===== config.mk =====
export PLATFORM = sky130hd
export DESIGN_NAME = pci_first_err_cap
export DESIGN_NICKNAME = d
export VERILOG_FILES = /design/src/rtl/fec_pkg.sv /design/src/rtl/fec_record.sv /design/src/rtl/fec_csr.sv /design/src/rtl/pci_first_err_cap.sv
export SDC_FILE = /design/constraint.sdc
export NUM_CORES = 1
export LEC_CHECK = 0
export ABC_AREA = 1
export BUFFER_PORTS_ARGS = -buffer_cell sky130_fd_sc_hd__buf_2
export CAP_MARGIN = 25
export CORE_ASPECT_RATIO = 0.5
export CORE_MARGIN = 5
export CORE_UTILIZATION = 48
export CTS_BUF_LIST = sky130_fd_sc_hd__clkbuf_16
export DETAILED_ROUTE_END_ITERATION = 16
export PLACE_DENSITY_LB_ADDON = 0.05
export SETUP_SLACK_MARGIN = 0.3
export SKIP_LAST_GASP = 1
export SYNTH_ARGS = -nofsm -noshare
export SYNTH_HDL_FRONTEND = slang
export SYNTH_HIERARCHICAL = 1
export SYNTH_SLANG_ARGS = --single-unit

===== constraint.sdc =====
create_clock -name clk -period 1.4 [get_ports clk]
set_input_delay 0.14 -clock clk [delete_from_list [all_inputs] [get_ports clk]]
set_output_delay 0.14 -clock clk [all_outputs]
set_load 0.02 [all_outputs]

===== src/rtl/fec_pkg.sv =====
package fec_pkg;
   typedef enum logic [1:0] {
      SEL_FLAG   = 2'd0,
      SEL_ADDR   = 2'd1,
      SEL_CMD    = 2'd2,
      SEL_MASTER = 2'd3
   } fec_sel_e;
endpackage


===== src/rtl/fec_record.sv =====
module fec_record #(
   parameter int ADDR_W     = 32,
   parameter int TYPE_W     = 2,
   parameter int CMD_W      = 4,
   parameter int MASTER_W   = 3,
   parameter bit HAS_MASTER = 1'b1
) (
   input  logic                clk,
   input  logic                rst_n,
   input  logic                err_i,
   input  logic                clr_i,
   input  logic                host_i,
   input  logic [ADDR_W-1:0]   addr_i,
   input  logic [TYPE_W-1:0]   type_i,
   input  logic [CMD_W-1:0]    cmd_i,
   input  logic [MASTER_W-1:0] master_i,
   output logic                valid_o,
   output logic [ADDR_W-1:0]   addr_o,
   output logic [TYPE_W-1:0]   type_o,
   output logic [CMD_W-1:0]    cmd_o,
   output logic [MASTER_W-1:0] master_o
);
   logic valid_q;
   logic take;

   // A record is taken when none is held, or when software releases the
   // current one in the same cycle as the new error.
   assign take = err_i && (!valid_q || clr_i);

   always_ff @(posedge clk or negedge rst_n) begin
      if (!rst_n) begin
         valid_q <= 1'b0;
         addr_o  <= '0;
         type_o  <= '0;
         cmd_o   <= '0;
      end else begin
         if (take) begin
            valid_q <= 1'b1;
            addr_o  <= addr_i;
            type_o  <= type_i;
            cmd_o   <= cmd_i;
         end else if (clr_i) begin
            valid_q <= 1'b0;
         end
      end
   end

   generate
      if (HAS_MASTER) begin : g_master
         logic [MASTER_W-1:0] master_q;
         always_ff @(posedge clk or negedge rst_n) begin
            if (!rst_n)    master_q <= '0;
            else if (take) master_q <= host_i ? master_i : '0;
         end
         assign master_o = master_q;
      end else begin : g_no_master
         assign master_o = '0;
      end
   endgenerate

   assign valid_o = valid_q;

   assert_capture_R2: assert property (@(posedge clk) disable iff (!rst_n)
      (err_i && !valid_q) |=> (valid_q && addr_o == $past(addr_i)));

   assert_fields_R3: assert property (@(posedge clk) disable iff (!rst_n)
      (err_i && !valid_q) |=> (cmd_o == $past(cmd_i) && type_o == $past(type_i)));

   assert_nohost_zero_R5: assert property (@(posedge clk) disable iff (!rst_n)
      (err_i && (!valid_q || clr_i) && !host_i) |=> (master_o == '0));

   assert_hold_R6: assert property (@(posedge clk) disable iff (!rst_n)
      (valid_q && !clr_i) |=> (valid_q && $stable(addr_o) && $stable(type_o)
                               && $stable(cmd_o) && $stable(master_o)));

   assert_clear_R7: assert property (@(posedge clk) disable iff (!rst_n)
      (clr_i && !err_i) |=> (!valid_q && $stable(addr_o)));

   assert_race_R9: assert property (@(posedge clk) disable iff (!rst_n)
      (clr_i && err_i) |=> (valid_q && addr_o == $past(addr_i)));
endmodule


===== src/rtl/fec_csr.sv =====
module fec_csr
   import fec_pkg::*;
#(
   parameter int DATA_W   = 32,
   parameter int ADDR_W   = 32,
   parameter int TYPE_W   = 2,
   parameter int CMD_W    = 4,
   parameter int MASTER_W = 3
) (
   input  logic                wr_i,
   input  logic [1:0]          sel_i,
   input  logic [DATA_W-1:0]   wdata_i,
   input  logic                valid_i,
   input  logic [ADDR_W-1:0]   addr_i,
   input  logic [TYPE_W-1:0]   type_i,
   input  logic [CMD_W-1:0]    cmd_i,
   input  logic [MASTER_W-1:0] master_i,
   output logic                clr_o,
   output logic [DATA_W-1:0]   rdata_o
);
   localparam int CT_W = TYPE_W + CMD_W;

   fec_sel_e sel;
   logic [CT_W-1:0] cmd_word;

   assign sel      = fec_sel_e'(sel_i);
   assign cmd_word = {type_i, cmd_i};

   // Only the flag bit is writable; it is write-one-to-clear.
   assign clr_o = wr_i && (sel == SEL_FLAG) && wdata_i[0];

   always_comb begin
      rdata_o = '0;
      unique case (sel)
         SEL_FLAG:   rdata_o[0]          = valid_i;
         SEL_ADDR:   rdata_o[ADDR_W-1:0] = addr_i;
         SEL_CMD:    rdata_o[CT_W-1:0]   = cmd_word;
         SEL_MASTER: rdata_o[MASTER_W-1:0] = master_i;
         default:    rdata_o = '0;
      endcase
   end

   always_comb begin
      assert_flag_only_R8: assert (!clr_o || (wr_i && sel_i == 2'd0));
   end
endmodule


===== src/rtl/pci_first_err_cap.sv =====
module pci_first_err_cap #(
   parameter int DATA_W     = 32,
   parameter int ADDR_W     = 32,
   parameter int TYPE_W     = 2,
   parameter int CMD_W      = 4,
   parameter int MASTER_W   = 3,
   parameter bit HAS_MASTER = 1'b1
) (
   input  logic                clk,
   input  logic                rst_n,
   input  logic                host_mode,
   input  logic                err_pulse,
   input  logic [ADDR_W-1:0]   txn_addr,
   input  logic [TYPE_W-1:0]   txn_type,
   input  logic [CMD_W-1:0]    txn_cmd,
   input  logic [MASTER_W-1:0] txn_master,
   input  logic                csr_wr,
   input  logic [1:0]          csr_sel,
   input  logic [DATA_W-1:0]   csr_wdata,
   output logic [DATA_W-1:0]   csr_rdata,
   output logic                err_valid
);
   generate
      if (ADDR_W < 1 || ADDR_W > DATA_W) begin : g_bad_addr
         $error("ADDR_W must lie in 1..DATA_W");
      end
      if (TYPE_W < 1 || CMD_W < 1 || TYPE_W + CMD_W > DATA_W) begin : g_bad_cmd
         $error("TYPE_W + CMD_W must fit in DATA_W");
      end
      if (MASTER_W < 1 || MASTER_W > DATA_W) begin : g_bad_master
         $error("MASTER_W must lie in 1..DATA_W");
      end
   endgenerate

   logic                clr;
   logic                valid;
   logic [ADDR_W-1:0]   rec_addr;
   logic [TYPE_W-1:0]   rec_type;
   logic [CMD_W-1:0]    rec_cmd;
   logic [MASTER_W-1:0] rec_master;

   fec_csr #(
      .DATA_W(DATA_W), .ADDR_W(ADDR_W), .TYPE_W(TYPE_W),
      .CMD_W(CMD_W), .MASTER_W(MASTER_W)
   ) u_csr (
      .wr_i(csr_wr), .sel_i(csr_sel), .wdata_i(csr_wdata),
      .valid_i(valid), .addr_i(rec_addr), .type_i(rec_type),
      .cmd_i(rec_cmd), .master_i(rec_master),
      .clr_o(clr), .rdata_o(csr_rdata)
   );

   fec_record #(
      .ADDR_W(ADDR_W), .TYPE_W(TYPE_W), .CMD_W(CMD_W),
      .MASTER_W(MASTER_W), .HAS_MASTER(HAS_MASTER)
   ) u_rec (
      .clk(clk), .rst_n(rst_n), .err_i(err_pulse), .clr_i(clr),
      .host_i(host_mode), .addr_i(txn_addr), .type_i(txn_type),
      .cmd_i(txn_cmd), .master_i(txn_master),
      .valid_o(valid), .addr_o(rec_addr), .type_o(rec_type),
      .cmd_o(rec_cmd), .master_o(rec_master)
   );

   assign err_valid = valid;

   assert_reset_R1: assert property (@(posedge clk)
      !rst_n |=> (!err_valid || $past(err_pulse)));
endmodule


==> PnR_summary.wiki <==
{| class="wikitable"
! Metric !! Value
|-
| Number of slew-limit violations in the final report || 0
|-
| Wire length on met2 || around 3.4 mm
|-
| Count of buffers inserted at the top-level ports || 81
|-
| Filler Cells Inserted || 304
|-
| Maximum number of pins on one net before global-route repair || 43
|-
| Cell depth of the worst min-delay path || 3
|-
| Max-slew headroom at the worst pin || 64.1%
|-
| Worst clock skew on the final layout || about 0.003 ns
|-
| Pwr Total || between 5 and 6 mW
|-
| Chip Height || approximately 57 microns
|-
| Sequential cell area fraction in the yosys report || approximately 49%
|-
| Initial Utilization || roughly half
|-
| Largest fanout on the critical path || 2
|-
| DRC || 0
|-
| Clk slew on worst S/H paths || ~0.060 ns
|-
| Top Metal Used || met4
|-
| Slew @ Worst Pin || 0.538 ns
|-
| Final total negative setup slack || 0 ns
|-
| Pwr/cell area || about 1700 mW/mm^2
|-
| Post-DP HPWL || between 3 and 4 mm
|-
| Worst r2r path cells || 5
|-
| Share of post-route cells with drive strength above 1 || between 50% and 60%
|-
| Post-route minimum period || between 1 and 1.5 ns
|-
| Via count || 2174
|-
| Setup repair after global routing missed its margin || yes
|-
| Antenna Cells || 0
|-
| Detailed-routing wirelength on met1 || around 2.7 mm
|-
| Core Region || approximately 0.0043 sq mm
|-
| Final Wtd Congestion || roughly 0.76
|-
| Library cell with the highest instance count after synthesis || sky130_fd_sc_hd__nand2_1
|-
| DR pass1 iterations || 4
|-
| Maximum clock rate || just over 800 MHz
|-
| Worst-case register-to-register setup slack || between 0.2 and 0.25 ns
|-
| Result of the run || finished, final reports clean
|-
| Worst reg2reg endpoint || u_rec/addr_o[3]
|-
| Synth top area cells || sky130_fd_sc_hd__dfrtp_1, sky130_fd_sc_hd__nand2_1, sky130_fd_sc_hd__nand3_1
|-
| Clock buffer count from CTS || 5
|-
| Yosys reg bits || 42
|-
| Number of global-route vias before repair || slightly above 2000
|-
| Metal3 WL || roughly 390 microns
|-
| P_leak || between 2 and 2.5 nW
|-
| Synth-to-layout area growth || 68.6%
|-
| Number of rows in the core area || 17
|-
| Synth Flop Type || sky130_fd_sc_hd__dfrtp_1
|-
| Most frequent cells after synthesis || sky130_fd_sc_hd__nand2_1, sky130_fd_sc_hd__nand3_1, sky130_fd_sc_hd__dfrtp_1
|-
| Clock tree from TritonCTS || yes
|-
| Net count after synthesis || 367
|-
| Critical path type || reg2out
|-
| Crit path DAT || between 1 and 1.5 ns
|-
| Share of Yosys cell area claimed by the top area cell type || between 40% and 50%
|-
| Worst hold slack || 0.0910 ns
|-
| Number of H-tree levels || 2
|-
| Number of I/O pins || between 100 and 150
|-
| Synthesis warning total || 6
|-
| Wire length after detailed routing || roughly 6.5 mm
|-
| Number of setup violations in the final report || 0
|-
| Clock latency on the worst-skew pair || between 0.2 and 0.3 ns
|-
| Launch instance of the worst register-to-register path || u_rec/valid_o
|-
| Post-Synthesis Cell Area || 0.00213 sq mm
|-
| Mean routed wirelength per cell || between 10 and 15 microns
|-
| Kind of end point of the critical path || primary output
|-
| Worst min-delay path startpoint || txn_addr[8]
|-
| Antenna violations before repair || 0
|-
| Post-route fraction of the period consumed by the critical path || roughly 87%
|-
| Fin. Hold Viols || 0
|-
| Number of buffers on the longest clock path || 2
|-
| Classification of the worst-slack hold path || in2reg
|-
| Worst path required time || 1.26 ns
|-
| Global-route wire length before repair || 9.54 mm
|-
| Async SR Flop Fraction || 100%
|-
| Sort of element at the start of the critical path || register
|-
| Detailed-route vias per instance || 4.89
|-
| Gate Count Post-Synth || 282
|-
| Post-Syn Area per Cell || between 7 and 8 sq um
|-
| Root buffer selected by CTS || sky130_fd_sc_hd__clkbuf_16
|-
| Worst vdd rail ir drop || about 1.1 mV
|-
| Number of nets with antenna violations after detailed routing || 0
|-
| Destination of the worst hold path || u_rec/addr_o[8]
|-
| GR Util All Layers || around a fifth
|-
| Initial detailed-routing violation count || 76
|-
| Dominant cell type by area after synthesis || sky130_fd_sc_hd__dfrtp_1
|-
| Width of the chip || between 100 and 150 microns
|-
| Final Net Count || 472
|-
| CTS Sinks || 42
|-
| Number of enable-type register cells in the synthesized netlist || 0
|-
| Count of unique library cells instantiated by Yosys || 13
|-
| Die outline area || between 0.005 and 0.006 sq mm
|-
| Count of max-cap constraint violations || 0
|-
| Total global routing overflow || 0
|}
[sequential cells by signal, summed over array words and instances (netlist names)]
signal and flops:
u_rec/master_o 3, u_rec/cmd_o 4, u_rec/valid_o 1, u_rec/type_o 2, u_rec/addr_o 32
[report_power, final]
group | leakage (nW) | switching, mW | internal (mW) | total, mW
Combinational | 1.47 | 1.28 | 1.29 | 2.57
Clock | 0.0724 | 0.439 | 0.644 | 1.08
Sequential | 0.521 | 0.480 | 1.80 | 2.28
Total | 2.06 | 2.20 | 3.73 | 5.93
[routing by layer]
metal  vias up  track usage, %
met4         0            2.95
met5         -               0
met1      1042            24.9
met2        61            34.2
met3         8            6.21
li1       1063               -
[worst max-delay path by stage]
| stage | startpoint | endpoint | slack [ns] | depth (start not counted) |
|---|---|---|---|---|
| 2_1_floorplan | csr_sel[0] | u_rec/master_o[1] | 0.37 | 8 |
| 3_3_place_gp | csr_sel[1] | csr_rdata[0] | 0.09 | 9 |
| 3_5_place_dp | csr_sel[1] | csr_rdata[0] | 0.05 | 9 |
| 4_1_cts | u_rec/master_o[0] | csr_rdata[0] | 0.19 | 5 |
| 5_1_grt | u_rec/master_o[2] | csr_rdata[2] | 0.11 | 5 |
| 6_report | u_rec/addr_o[0] | csr_rdata[0] | 0.18 | 5 |
[cell type report]
| type | instances | area (sq um) | share of cell area, % |
|---|---|---|---|
| multi-input cells | 188 | 1150 | 32.1 |
| inverters | 36 | 148 | 4.12 |
| clock inverters | 3 | 12.5 | 0.349 |
| well taps | 57 | 71.3 | 1.99 |
| repair buffers | 114 | 1020 | 28.6 |
| clock buffers | 5 | 125 | 3.49 |
| flip-flops and latches | 42 | 1050 | 29.3 |
[cell usage in the layout (no fill, tap or decap)]
cell type	Yosys	routed
sky130_fd_sc_hd__inv_2	1	9
sky130_fd_sc_hd__nand2_2	0	40
sky130_fd_sc_hd__a21oi_2	0	3
sky130_fd_sc_hd__nor2_2	0	1
sky130_fd_sc_hd__ha_1	5	1
sky130_fd_sc_hd__ha_4	0	4
sky130_fd_sc_hd__buf_16	0	2
sky130_fd_sc_hd__buf_6	4	19
sky130_fd_sc_hd__inv_1	35	27
sky130_fd_sc_hd__buf_8	0	2
sky130_fd_sc_hd__nand3_1	43	43
sky130_fd_sc_hd__clkinv_1	0	1
sky130_fd_sc_hd__dfrtp_1	42	42
sky130_fd_sc_hd__nand2_4	2	21
sky130_fd_sc_hd__nor2_1	3	2
sky130_fd_sc_hd__and3_4	0	1
sky130_fd_sc_hd__clkinv_8	0	1
sky130_fd_sc_hd__nand2_1	131	71
sky130_fd_sc_hd__nand2_8	0	1
sky130_fd_sc_hd__buf_12	0	7
sky130_fd_sc_hd__buf_2	8	47
sky130_fd_sc_hd__clkbuf_16	0	9
sky130_fd_sc_hd__buf_4	4	32
sky130_fd_sc_hd__dlygate4sd3_1	0	1
sky130_fd_sc_hd__clkinv_2	0	1
[timing repair]
| item | CTS | global route |
|---|---|---|
| endpoints found under the hold margin | 42 | 0 |
| gates resized for setup | 46 | 118 |
| gates cloned | 2 | 5 |
| buffers inserted | 8 | 9 |
| pin swaps | 12 | 21 |
| endpoints found under the setup margin | 32 | 74 |
| hold buffers | 1 | 0 |
[critical path, cell delays in order (launching register included)]
cell and delay [ns]:
sky130_fd_sc_hd__dfrtp_1 0.38, sky130_fd_sc_hd__nand2_1 0.06, sky130_fd_sc_hd__nand2_1 0.06, sky130_fd_sc_hd__nor2_2 0.10
sky130_fd_sc_hd__nor2_1 0.05, sky130_fd_sc_hd__buf_4 0.15
[cells by family (layout without fill, tap and decap cells)]
group / count (synthesis) / after routing / share of synthesized area, %
AOI/OAI and AO/OA: 3 / 3 / 0.706
and+or+nand+nor: 180 / 180 / 35.1
DFF: 42 / 42 / 49.4
adders and majority gates: 5 / 5 / 2.94
buffers and inverters: 52 / 158 / 11.8
[per-stage QoR]
stage / setup slack [ns] / util, % / std cells / cell area [sq um]
after global routing: 0.108 / 82.6 / 445 / 3580
final: 0.182 / 82.6 / 445 / 3580
after CTS: 0.186 / 70.0 / 431 / 3040
after floorplan: 0.370 / - / 282 / 2140
after detailed placement: 0.0507 / 60.4 / 412 / 2620
after global placement: 0.0902 / 60.4 / 412 / 2620
No activity file was read; power rests on OpenSTA's default activity.
